File: config.mk
export PLATFORM = sky130hd
export DESIGN_NAME = spi_master_ctl
export DESIGN_NICKNAME = d
export VERILOG_FILES = /design/src/rtl/spim_pkg.sv /design/src/rtl/spim_timer.sv /design/src/rtl/spim_shifter.sv /design/src/rtl/spim_csgen.sv /design/src/rtl/spi_master_ctl.sv
export SDC_FILE = /design/constraint.sdc
export NUM_CORES = 1
export LEC_CHECK = 0
export BUFFER_PORTS_ARGS = -buffer_cell sky130_fd_sc_hd__buf_2
export CAP_MARGIN = 15
export CELL_PAD_IN_SITES_DETAIL_PLACEMENT = 1
export CELL_PAD_IN_SITES_GLOBAL_PLACEMENT = 2
export CORE_ASPECT_RATIO = 1.5
export CORE_MARGIN = 4
export CORE_UTILIZATION = 35
export DETAILED_ROUTE_END_ITERATION = 6
export PLACE_DENSITY_LB_ADDON = 0.1
export SETUP_SLACK_MARGIN = 0.05
export SLEW_MARGIN = 20
export SYNTH_ARGS = -nofsm -noshare
export SYNTH_HDL_FRONTEND = slang
export SYNTH_SLANG_ARGS = --single-unit
File: constraint.sdc
create_clock -name clk -period 4.3 [get_ports clk]
set_clock_uncertainty 0.2 [all_clocks]
set_input_delay 0.215 -clock clk [delete_from_list [all_inputs] [get_ports clk]]
set_output_delay 0.215 -clock clk [all_outputs]
set_load 0.05 [all_outputs]
File: src/rtl/spim_pkg.sv
package spim_pkg;

  typedef enum logic [1:0] {
    SPIM_STD   = 2'd0,
    SPIM_BIDIR = 2'd1,
    SPIM_CMD9  = 2'd2,
    SPIM_RSV   = 2'd3
  } spim_mode_e;

  typedef enum logic [1:0] {
    ST_IDLE = 2'd0,
    ST_RUN  = 2'd1,
    ST_TAIL = 2'd2
  } spim_state_e;

endpackage

File: src/rtl/spim_timer.sv
module spim_timer #(
  parameter int DIV_W = 16
) (
  input  logic             clk,
  input  logic             rst_n,
  input  logic             run,
  input  logic [DIV_W-1:0] div,
  output logic             tick
);

  localparam logic [DIV_W-1:0] HALF_MAX = DIV_W'(1) << (DIV_W - 1);
  localparam logic [DIV_W-1:0] EVEN_MSK = {{(DIV_W-1){1'b1}}, 1'b0};

  // Half SCLK period in core cycles: even divisor / 2, zero maps to the widest period.
  function automatic logic [DIV_W-1:0] half_len(input logic [DIV_W-1:0] d);
    logic [DIV_W-1:0] ev;
    ev = d & EVEN_MSK;
    if (ev == '0) return HALF_MAX;
    return ev >> 1;
  endfunction

  logic [DIV_W-1:0] cnt;
  logic [DIV_W-1:0] half;

  assign half = half_len(div);
  assign tick = run && (cnt == half - DIV_W'(1));

  always_ff @(posedge clk or negedge rst_n) begin
    if (!rst_n) begin
      cnt <= '0;
    end else if (!run || tick) begin
      cnt <= '0;
    end else begin
      cnt <= cnt + DIV_W'(1);
    end
  end

  AST_CNT_BOUND: assert property (@(posedge clk) disable iff (!rst_n)
    cnt < half);

endmodule

File: src/rtl/spim_shifter.sv
module spim_shifter #(
  parameter int FW = 9,
  parameter int RW = 8,
  parameter int EW = 5
) (
  input  logic          clk,
  input  logic          rst_n,
  input  logic          load,
  input  logic [FW-1:0] frame,
  input  logic [EW-1:0] edges_tot,
  input  logic          edge_go,
  input  logic          cpha,
  input  logic          din,
  output logic          sout,
  output logic          last_edge,
  output logic          ph,
  output logic [RW-1:0] rword
);

  logic [FW-1:0] sreg;
  logic [EW-1:0] eidx;
  logic          is_sample;
  logic          is_launch;

  // Even edge index is a leading edge; cpha picks which kind samples.
  assign is_sample = (eidx[0] == cpha);
  assign is_launch = !is_sample && !(cpha && (eidx == '0));
  assign last_edge = (eidx == edges_tot - EW'(1));
  assign sout      = sreg[FW-1];

  always_ff @(posedge clk or negedge rst_n) begin
    if (!rst_n) begin
      sreg  <= '0;
      rword <= '0;
      eidx  <= '0;
      ph    <= 1'b0;
    end else if (load) begin
      sreg  <= frame;
      rword <= '0;
      eidx  <= '0;
      ph    <= 1'b0;
    end else if (edge_go) begin
      ph   <= ~ph;
      eidx <= eidx + EW'(1);
      if (is_sample) rword <= {rword[RW-2:0], din};
      if (is_launch) sreg  <= {sreg[FW-2:0], 1'b0};
    end
  end

  AST_PH_HOLD: assert property (@(posedge clk) disable iff (!rst_n)
    (!edge_go && !load) |=> $stable(ph));

  AST_LAST_PH: assert property (@(posedge clk) disable iff (!rst_n)
    (edge_go && last_edge) |-> ph);

endmodule

File: src/rtl/spim_csgen.sv
module spim_csgen #(
  parameter int NCS = 3,
  parameter int SW  = 2
) (
  input  logic           active,
  input  logic           no_cs,
  input  logic [SW-1:0]  sel,
  input  logic           act_hi,
  output logic [NCS-1:0] cs_o
);

  logic [NCS-1:0] hit;

  for (genvar k = 0; k < NCS; k++) begin : g_cs
    assign hit[k]  = active && !no_cs && (sel == SW'(k));
    assign cs_o[k] = act_hi ? hit[k] : !hit[k];
  end

endmodule

File: src/rtl/spi_master_ctl.sv
module spi_master_ctl
  import spim_pkg::*;
#(
  parameter int DIV_W  = 16,
  parameter int DATA_W = 8,
  parameter int NUM_CS = 3,
  parameter int SEL_W  = 2
) (
  input  logic              clk,
  input  logic              rst_n,
  input  logic [DIV_W-1:0]  cfg_div,
  input  logic [1:0]        cfg_mode,
  input  logic              cfg_cpol,
  input  logic              cfg_cpha,
  input  logic              cfg_cs_hi,
  input  logic              cfg_no_cs,
  input  logic [SEL_W-1:0]  cfg_cs_sel,
  input  logic              tx_valid,
  output logic              tx_ready,
  input  logic [DATA_W-1:0] tx_data,
  input  logic              tx_dc,
  input  logic              dir_send,
  input  logic              dir_recv,
  output logic              done,
  output logic              err,
  output logic [DATA_W-1:0] rx_data,
  output logic              sclk,
  output logic              mosi,
  output logic              mosi_oe,
  input  logic              miso,
  input  logic              sio_in,
  output logic [NUM_CS-1:0] cs_o
);

  localparam int FRAME_W = DATA_W + 1;
  localparam int EDGE_W  = $clog2(2 * FRAME_W + 1);
  localparam logic [EDGE_W-1:0] EDGES_8 = EDGE_W'(2 * DATA_W);
  localparam logic [EDGE_W-1:0] EDGES_9 = EDGE_W'(2 * FRAME_W);

  spim_state_e state;
  spim_mode_e  cfg_m;
  spim_mode_e  mode_q;
  logic        rx_q;

  logic               busy;
  logic               bad_req;
  logic               accept;
  logic               tick;
  logic               edge_go;
  logic               last_edge;
  logic               ph;
  logic               sout;
  logic               din;
  logic [FRAME_W-1:0] frame;
  logic [EDGE_W-1:0]  edges_tot;
  logic [DATA_W-1:0]  rword;

  assign cfg_m     = spim_mode_e'(cfg_mode);
  assign busy      = (state != ST_IDLE);
  assign tx_ready  = !busy;
  assign bad_req   = (cfg_m == SPIM_BIDIR) && dir_send && dir_recv;
  assign accept    = tx_valid && !busy && !bad_req;
  assign frame     = (cfg_m == SPIM_CMD9) ? {tx_dc, tx_data} : {tx_data, 1'b0};
  assign edges_tot = (mode_q == SPIM_CMD9) ? EDGES_9 : EDGES_8;
  assign edge_go   = tick && (state == ST_RUN);
  assign din       = (mode_q == SPIM_BIDIR) ? sio_in : miso;
  assign sclk      = cfg_cpol ^ ph;
  assign mosi      = sout;
  assign mosi_oe   = !(busy && (mode_q == SPIM_BIDIR) && rx_q);

  always_ff @(posedge clk or negedge rst_n) begin
    if (!rst_n) begin
      state   <= ST_IDLE;
      mode_q  <= SPIM_STD;
      rx_q    <= 1'b0;
      done    <= 1'b0;
      err     <= 1'b0;
      rx_data <= '0;
    end else begin
      done <= 1'b0;
      err  <= !busy && tx_valid && bad_req;
      case (state)
        ST_IDLE: begin
          if (accept) begin
            state  <= ST_RUN;
            mode_q <= cfg_m;
            rx_q   <= (cfg_m == SPIM_BIDIR) && dir_recv;
          end
        end
        ST_RUN: begin
          if (edge_go && last_edge) state <= ST_TAIL;
        end
        ST_TAIL: begin
          if (tick) begin
            state   <= ST_IDLE;
            done    <= 1'b1;
            rx_data <= rword;
          end
        end
        default: state <= ST_IDLE;
      endcase
    end
  end

  spim_timer #(.DIV_W(DIV_W)) u_timer (
    .clk  (clk),
    .rst_n(rst_n),
    .run  (busy),
    .div  (cfg_div),
    .tick (tick)
  );

  spim_shifter #(.FW(FRAME_W), .RW(DATA_W), .EW(EDGE_W)) u_shift (
    .clk      (clk),
    .rst_n    (rst_n),
    .load     (accept),
    .frame    (frame),
    .edges_tot(edges_tot),
    .edge_go  (edge_go),
    .cpha     (cfg_cpha),
    .din      (din),
    .sout     (sout),
    .last_edge(last_edge),
    .ph       (ph),
    .rword    (rword)
  );

  spim_csgen #(.NCS(NUM_CS), .SW(SEL_W)) u_cs (
    .active(busy),
    .no_cs (cfg_no_cs),
    .sel   (cfg_cs_sel),
    .act_hi(cfg_cs_hi),
    .cs_o  (cs_o)
  );

  AST_DONE_IDLE: assert property (@(posedge clk) disable iff (!rst_n)
    done |-> (tx_ready && !err));

  AST_SCLK_REST: assert property (@(posedge clk) disable iff (!rst_n)
    !busy |-> (sclk == cfg_cpol));

  AST_OE_HELD: assert property (@(posedge clk) disable iff (!rst_n)
    (busy && (mode_q != SPIM_BIDIR)) |-> mosi_oe);

  AST_ERR_NO_FRAME: assert property (@(posedge clk) disable iff (!rst_n)
    err |-> (tx_ready && !done));

  AST_NOCS_QUIET: assert property (@(posedge clk) disable iff (!rst_n)
    (busy && cfg_no_cs) |-> (cs_o == {NUM_CS{!cfg_cs_hi}}));

  AST_CS_REST: assert property (@(posedge clk) disable iff (!rst_n)
    !busy |-> (cs_o == {NUM_CS{!cfg_cs_hi}}));

  AST_TAKE_BUSY: assert property (@(posedge clk) disable iff (!rst_n)
    (tx_valid && tx_ready && !bad_req) |=> !tx_ready);

endmodule

Word-level counts from Yosys, hierarchy flattened
Index checks and enable logic that the tools add are counted.
{"block": "totals", "ff_bits": 54, "out_inout_bits": 17, "inputBits": 40, "elab_cells": 97}
{"block": "classes", "addsub": 4, "reduce_logical": 40, "n_bitwise": 2, "n_eq_ne": 14, "muxes": 26}
{"op": "16-bit 2-to-1 mux", "n": 3}
{"op": "9-bit 2-to-1 mux", "n": 4}
{"op": "8-bit 2-to-1 mux", "n": 3}
{"op": "1-bit logical AND", "n": 17}
{"op": "16-bit by 1-bit adder with 16-bit output (second input constant)", "n": 1}
{"op": "16-bit == test", "n": 1}
{"op": "16-bit zero test", "n": 1}
{"op": "16-bit by 1-bit subtractor with 16-bit output (second input constant)", "n": 1}
{"op": "5-bit 2-to-1 mux", "n": 2}
{"op": "1-bit zero test", "n": 9}
{"op": "1-bit 2-to-1 mux", "n": 9}
{"op": "2-bit by 1-bit == test with 1-bit output (second input constant)", "n": 4}
{"op": "2-bit == test (second input constant)", "n": 4}
{"op": "2-bit 2-to-1 mux", "n": 4}
{"op": "2-bit AND reduction", "n": 4}
{"op": "2-bit nonzero test", "n": 4}
{"op": "2-bit case mux with 3 select lines", "n": 1}
{"op": "5-bit by 1-bit adder with 5-bit output (second input constant)", "n": 1}
{"op": "5-bit == test", "n": 1}
{"op": "5-bit zero test", "n": 1}
{"op": "5-bit by 1-bit subtractor with 5-bit output (second input constant)", "n": 1}
{"op": "2-bit zero test", "n": 2}
{"op": "2-bit != test (second input constant)", "n": 2}
{"op": "3-bit AND reduction", "n": 1}
{"op": "5 further kinds", "n": 5}

Depth between registers and ports, before layout
{"block": "logic_depth", "depth_word": 10, "depth_mapped": 11, "depth_no_buf": 9}

Hierarchy
From an unflattened synthesis, not the netlist that was laid out.
{"block": "unflattened", "cells_unflattened": 347, "hier_area_um2": 3564.7}
{"module": "spim_timer", "cells_each": 159, "area_per_inst_um2": 1447.6, "n_inst": 1}
{"module": "spim_shifter", "cells_each": 115, "area_per_inst_um2": 1248.7, "n_inst": 1}
{"module": "spi_master_ctl", "cells_each": 67, "area_per_inst_um2": 793.3, "n_inst": 1}
{"module": "spim_csgen", "cells_each": 6, "area_per_inst_um2": 75.1, "n_inst": 1}

Worst setup path after synthesis
No wires, ideal clock.
{"block": "synth_timing", "path_kind": "input to register", "startpoint": "input cfg_div[12]", "endpoint": "register rx_data[0]", "path_stages": 10, "required_time_ns": 3.975, "t_arrival_ns": 3.054, "slack_ns": 0.921, "n_path_buf": 3, "path_cell_list": "or4_1 buf_2 o41ai_4 nand3_1 xnor2_1 or4_1 buf_2 or4_4 buf_6 mux2_4"}
{"block": "synth_via", "elab_chain_cells": 7}
{"item": "start: declaration", "line": "spi_master_ctl.sv:11", "text": "input logic [DIV_W-1:0] cfg_div,"}
{"item": "16-bit zero test", "line": "spim_timer.sv:18", "text": "if (ev == '0) return HALF_MAX;"}
{"item": "1-bit 2-to-1 mux", "line": "spim_timer.sv:18"}
{"item": "16-bit 2-to-1 mux *", "line": "spim_timer.sv:19", "text": "return ev >> 1;"}
{"item": "16-bit by 1-bit subtractor with 16-bit output *", "line": "spim_timer.sv:26", "text": "assign tick = run && (cnt == half - DIV_W'(1));"}
{"item": "16-bit == test *", "line": "spim_timer.sv:26"}
{"item": "1-bit logical AND *", "line": "spim_timer.sv:26"}
{"item": "2-bit AND reduction (no line) *"}
{"item": "end signal: assignment", "line": "spi_master_ctl.sv:97", "text": "rx_data <= rword;"}
{"item": "end: declaration", "line": "spi_master_ctl.sv:26", "text": "output logic [DATA_W-1:0] rx_data,"}
Mark *: on every way between the ends. The rest lies on a longest branch, timed or not.
A chain may end at the register's enable or synchronous reset.

Worst setup path in the final report
{"block": "layout_timing", "startpoint": "input cfg_div[1]", "endpoint": "register rx_data[3]"}
The elaborated chain is that of the path after synthesis.

==> flow_metrics.py <==
metrics = {
    "status": {
        "status": "complete, no violations",
    },
    "clock_tree": {
        "clkLatencyLatePin_ns": 0.29,
        "root_buffer": "clkbuf_16",
        "clockBufferDepth": 2,
        "cts_tree": "done",
        "clock_sinks": 54,
        "cts_inserted_buffers": 5,
        "hold_buffers": 5,
        "postCtsSetupBuffers": 0,
        "clkTransAtPathRegs_ns": 0.07,
        "cts_max_level": 2,
        "ctsResizeCount": 0,
    },
    "synthesis": {
        "ys_warn_count": 0,
        "async_flop_share_pct": 100,
        "synth-edff-count": 0,
        "yosysUniqueCellTypes": 53,
        "synth_nets": 396,
        "synth-seq-area-share_pct": 40.5,
        "synthFlopType": "dfrtp_1",
        "synth_cells": 351,
        "synth_area_sq_mm": 0.00334,
        "syn_avg_cell_area_sq_um": 9.51,
        "synth_seq_cells": 54,
    },
    "layout": {
        "fin_util_pct": 42.2,
        "drive_above_1_share_pct": 21.2,
        "nets": 455,
        "area_growth_pct": 17.7,
        "diodes": 0,
        "final.fill_count": 1122,
    },
    "drt": {
        "drt_first_pass_iters": 4,
        "drc": 0,
        "vias_per_cell": 5.40,
        "drt_wl_total_um": 8490,
        "num_vias": 2825,
        "ant_nets": 0,
        "wl_per_cell_um": 16.2,
        "first_iter_violations": 62,
    },
    "floorplanning": {
        "core_sq_mm": 0.00931,
        "ios": 57,
        "die_y_um": 128,
        "start_util_pct": 35.9,
        "rows": 43,
        "dieArea_sq_mm": 0.0112,
        "die_w_um": 87.7,
    },
    "power_and_ir_drop": {
        "power_density_mw_per_mm2": 373,
        "peakVddDrop_v": 0.000189,
        "total_power_w": 0.00147,
        "p_leak_nw": 1.85,
    },
    "timing": {
        "holdWs_ns": 0.00839,
        "period_minus_slack_ns": 3.37,
        "tightest_slew_ns": 0.577,
        "hold_viol": 0,
        "setup_ws_ns": 0.928,
        "setup_tns_ns": 0,
        "rsz0062_at_grt": "false",
        "slew_viol_final": 0,
        "max-slew-margin-rel_pct": 61.4,
        "fmax_mhz": 297,
        "setup_viol": 0,
        "fin_crit_sh_pct": 78.4,
    },
    "placement": {
        "gp_congestion": 0.787,
        "io_buffers": 55,
        "place_hpwl_um": 6600,
        "pre_cts_ws_ns": 0.596,
    },
    "worst_setup_path": {
        "reg2reg_slack_ns": 1.02,
        "critPathKind": "in2reg",
        "critPathMaxStageDelay_ns": 0.64,
        "arrival_ns": 3.35,
        "start_kind": "input port",
        "critPathCaptureType": "flip-flop",
        "crit_fanout": 9,
        "path_cells": "buf_2 > inv_1 > ha_1 > or3b_1 > or4b_1 > o311ai_0 > o211ai_1 > or4_1 > or4_4 > mux2_4",
        "required_ns": 4.28,
        "cp_slowest_cell": "or4_4",
    },
    "global_route": {
        "grt_max_degree": 36,
        "grt_pass1_wl_um": 14300,
        "antenna_found_initial": 0,
        "grt_pass1_vias": 2976,
        "overflow": 0,
        "grt_usage_pct": 16.0,
    },
    "hold_path": {
        "hp-class": "in2reg",
    },
    "job": {
        "drv_cap": 0,
    },
}
## cell usage in the layout, fill, tap and decap left out, types with 3 or more instances in the layout
master,n
nor2b_1,5
mux2i_1,18
ha_1,5
o31ai_1,3
and3_1,6
inv_1,9
a21oi_1,8
dlygate4sd3_1,5
nand2_1,35
nor3b_1,3
xor2_1,21
or3_1,4
clkbuf_16,5
xnor2_1,13
nand4_1,8
nor3_1,10
nand2b_1,9
buf_4,5
o21ai_0,7
o211ai_1,5
nor2_1,34
dfrtp_1,54
o221ai_1,7
buf_2,55
mux2_4,8
nor4_1,5
a21o_1,3
nand3_1,24
## logic make-up (layout without fill, tap and decap cells)
| group | count (synthesis) | in the layout | synth area share (%) |
|---|---|---|---|
| adder cells (fa/ha/maj) | 5 | 5 | 1.87 |
| flip-flops | 54 | 54 | 40.5 |
| buffers and inverters | 22 | 82 | 2.77 |
| XOR/XNOR | 35 | 35 | 9.60 |
| AO/OA/AOI/OAI | 47 | 47 | 10.6 |
| multiplexers | 28 | 28 | 9.67 |
| AND/OR/NAND/NOR | 160 | 160 | 25.0 |
## layout make-up
type	count	area, sq um	share of cell area, %
Timing Repair Buffer	65	363	9.24
Tap cell	112	140	3.57
Clock buffer	5	125	3.19
Clock inverter	3	21.3	0.542
Inverter	9	33.8	0.860
Sequential cell	54	1350	34.4
Multi-Input combinational cell	275	1890	48.2
## power breakdown
| part | total, W | internal (W) | switching (W) | leakage [nW] |
|---|---|---|---|---|
| combinational | 0.000420 | 0.000162 | 0.000259 | 1.06 |
| sequential | 0.000646 | 0.000587 | 0.0000586 | 0.727 |
| clock | 0.000401 | 0.000216 | 0.000185 | 0.0698 |
## registers in the layout, summed over array words and instances (netlist names), 2 cells and up
signal,cells
u_shift.sreg,9
u_timer.cnt,16
mode_q,2
u_shift.rword,8
rx_data,8
u_shift.eidx,5
state,2
## stage by stage
| stage | instances | area [sq um] |
|---|---|---|
| 2_1_floorplan | 351 | 3340 |
| 6_report | 523 | 3930 |
| 4_1_cts | 523 | 3930 |
| 5_1_grt | 523 | 3930 |
| 3_5_place_dp | 510 | 3730 |
| 3_3_place_gp | 510 | 3730 |
## final timing paths
| kind | start | end | cells past startpoint |
|---|---|---|---|
| min in group asynchronous | rst_n | done | 2 |
| hold / removal | dir_recv | rx_q | 3 |
| max in group asynchronous | rst_n | u_timer.cnt[13] | 3 |
| hold reg to reg | mode_q[1] | mode_q[1] | 2 |
| setup reg to reg | u_timer.cnt[4] | rx_data[3] | 7 |
| setup / recovery | cfg_div[1] | rx_data[3] | 10 |
## synth_stat cells (all sizes together) (7+ instances only)
cell type,instances,share of area [%]
dfrtp,54,40
nor3,10,1.5
xnor2,13,3.4
xor2,21,5.5
a21oi,8,1.2
nor2,34,3.8
nand2,35,3.9
clkbuf,9,1.0
mux2i,18,5.4
o21ai,7,1.0
nand4,8,1.5
inv,9,1.0
nand3,24,3.6
o221ai,7,1.8
mux2,10,4.3
nand2b,9,1.7
## worst max-delay path: cells and delay by family
kind	cells	cell delay, ns
AND/OR/NAND/NOR	4	2.05
multiplexers	1	0.34
AO/OA/AOI/OAI	2	0.33
adder cells (fa/ha/maj)	1	0.21
buffers and inverters	2	0.20
## per-layer routing
| metal | vias up | share of wire (%) | track usage (%) |
|---|---|---|---|
| met5 | - | 0 | 0 |
| met4 | 0 | 1.3 | 4.61 |
| met3 | 7 | 2.9 | 2.00 |
| met2 | 40 | 56 | 30.0 |
| met1 | 1400 | 40 | 18.4 |
| li1 | 1378 | - | - |
Note: power is estimated with default switching activity, not from simulation.
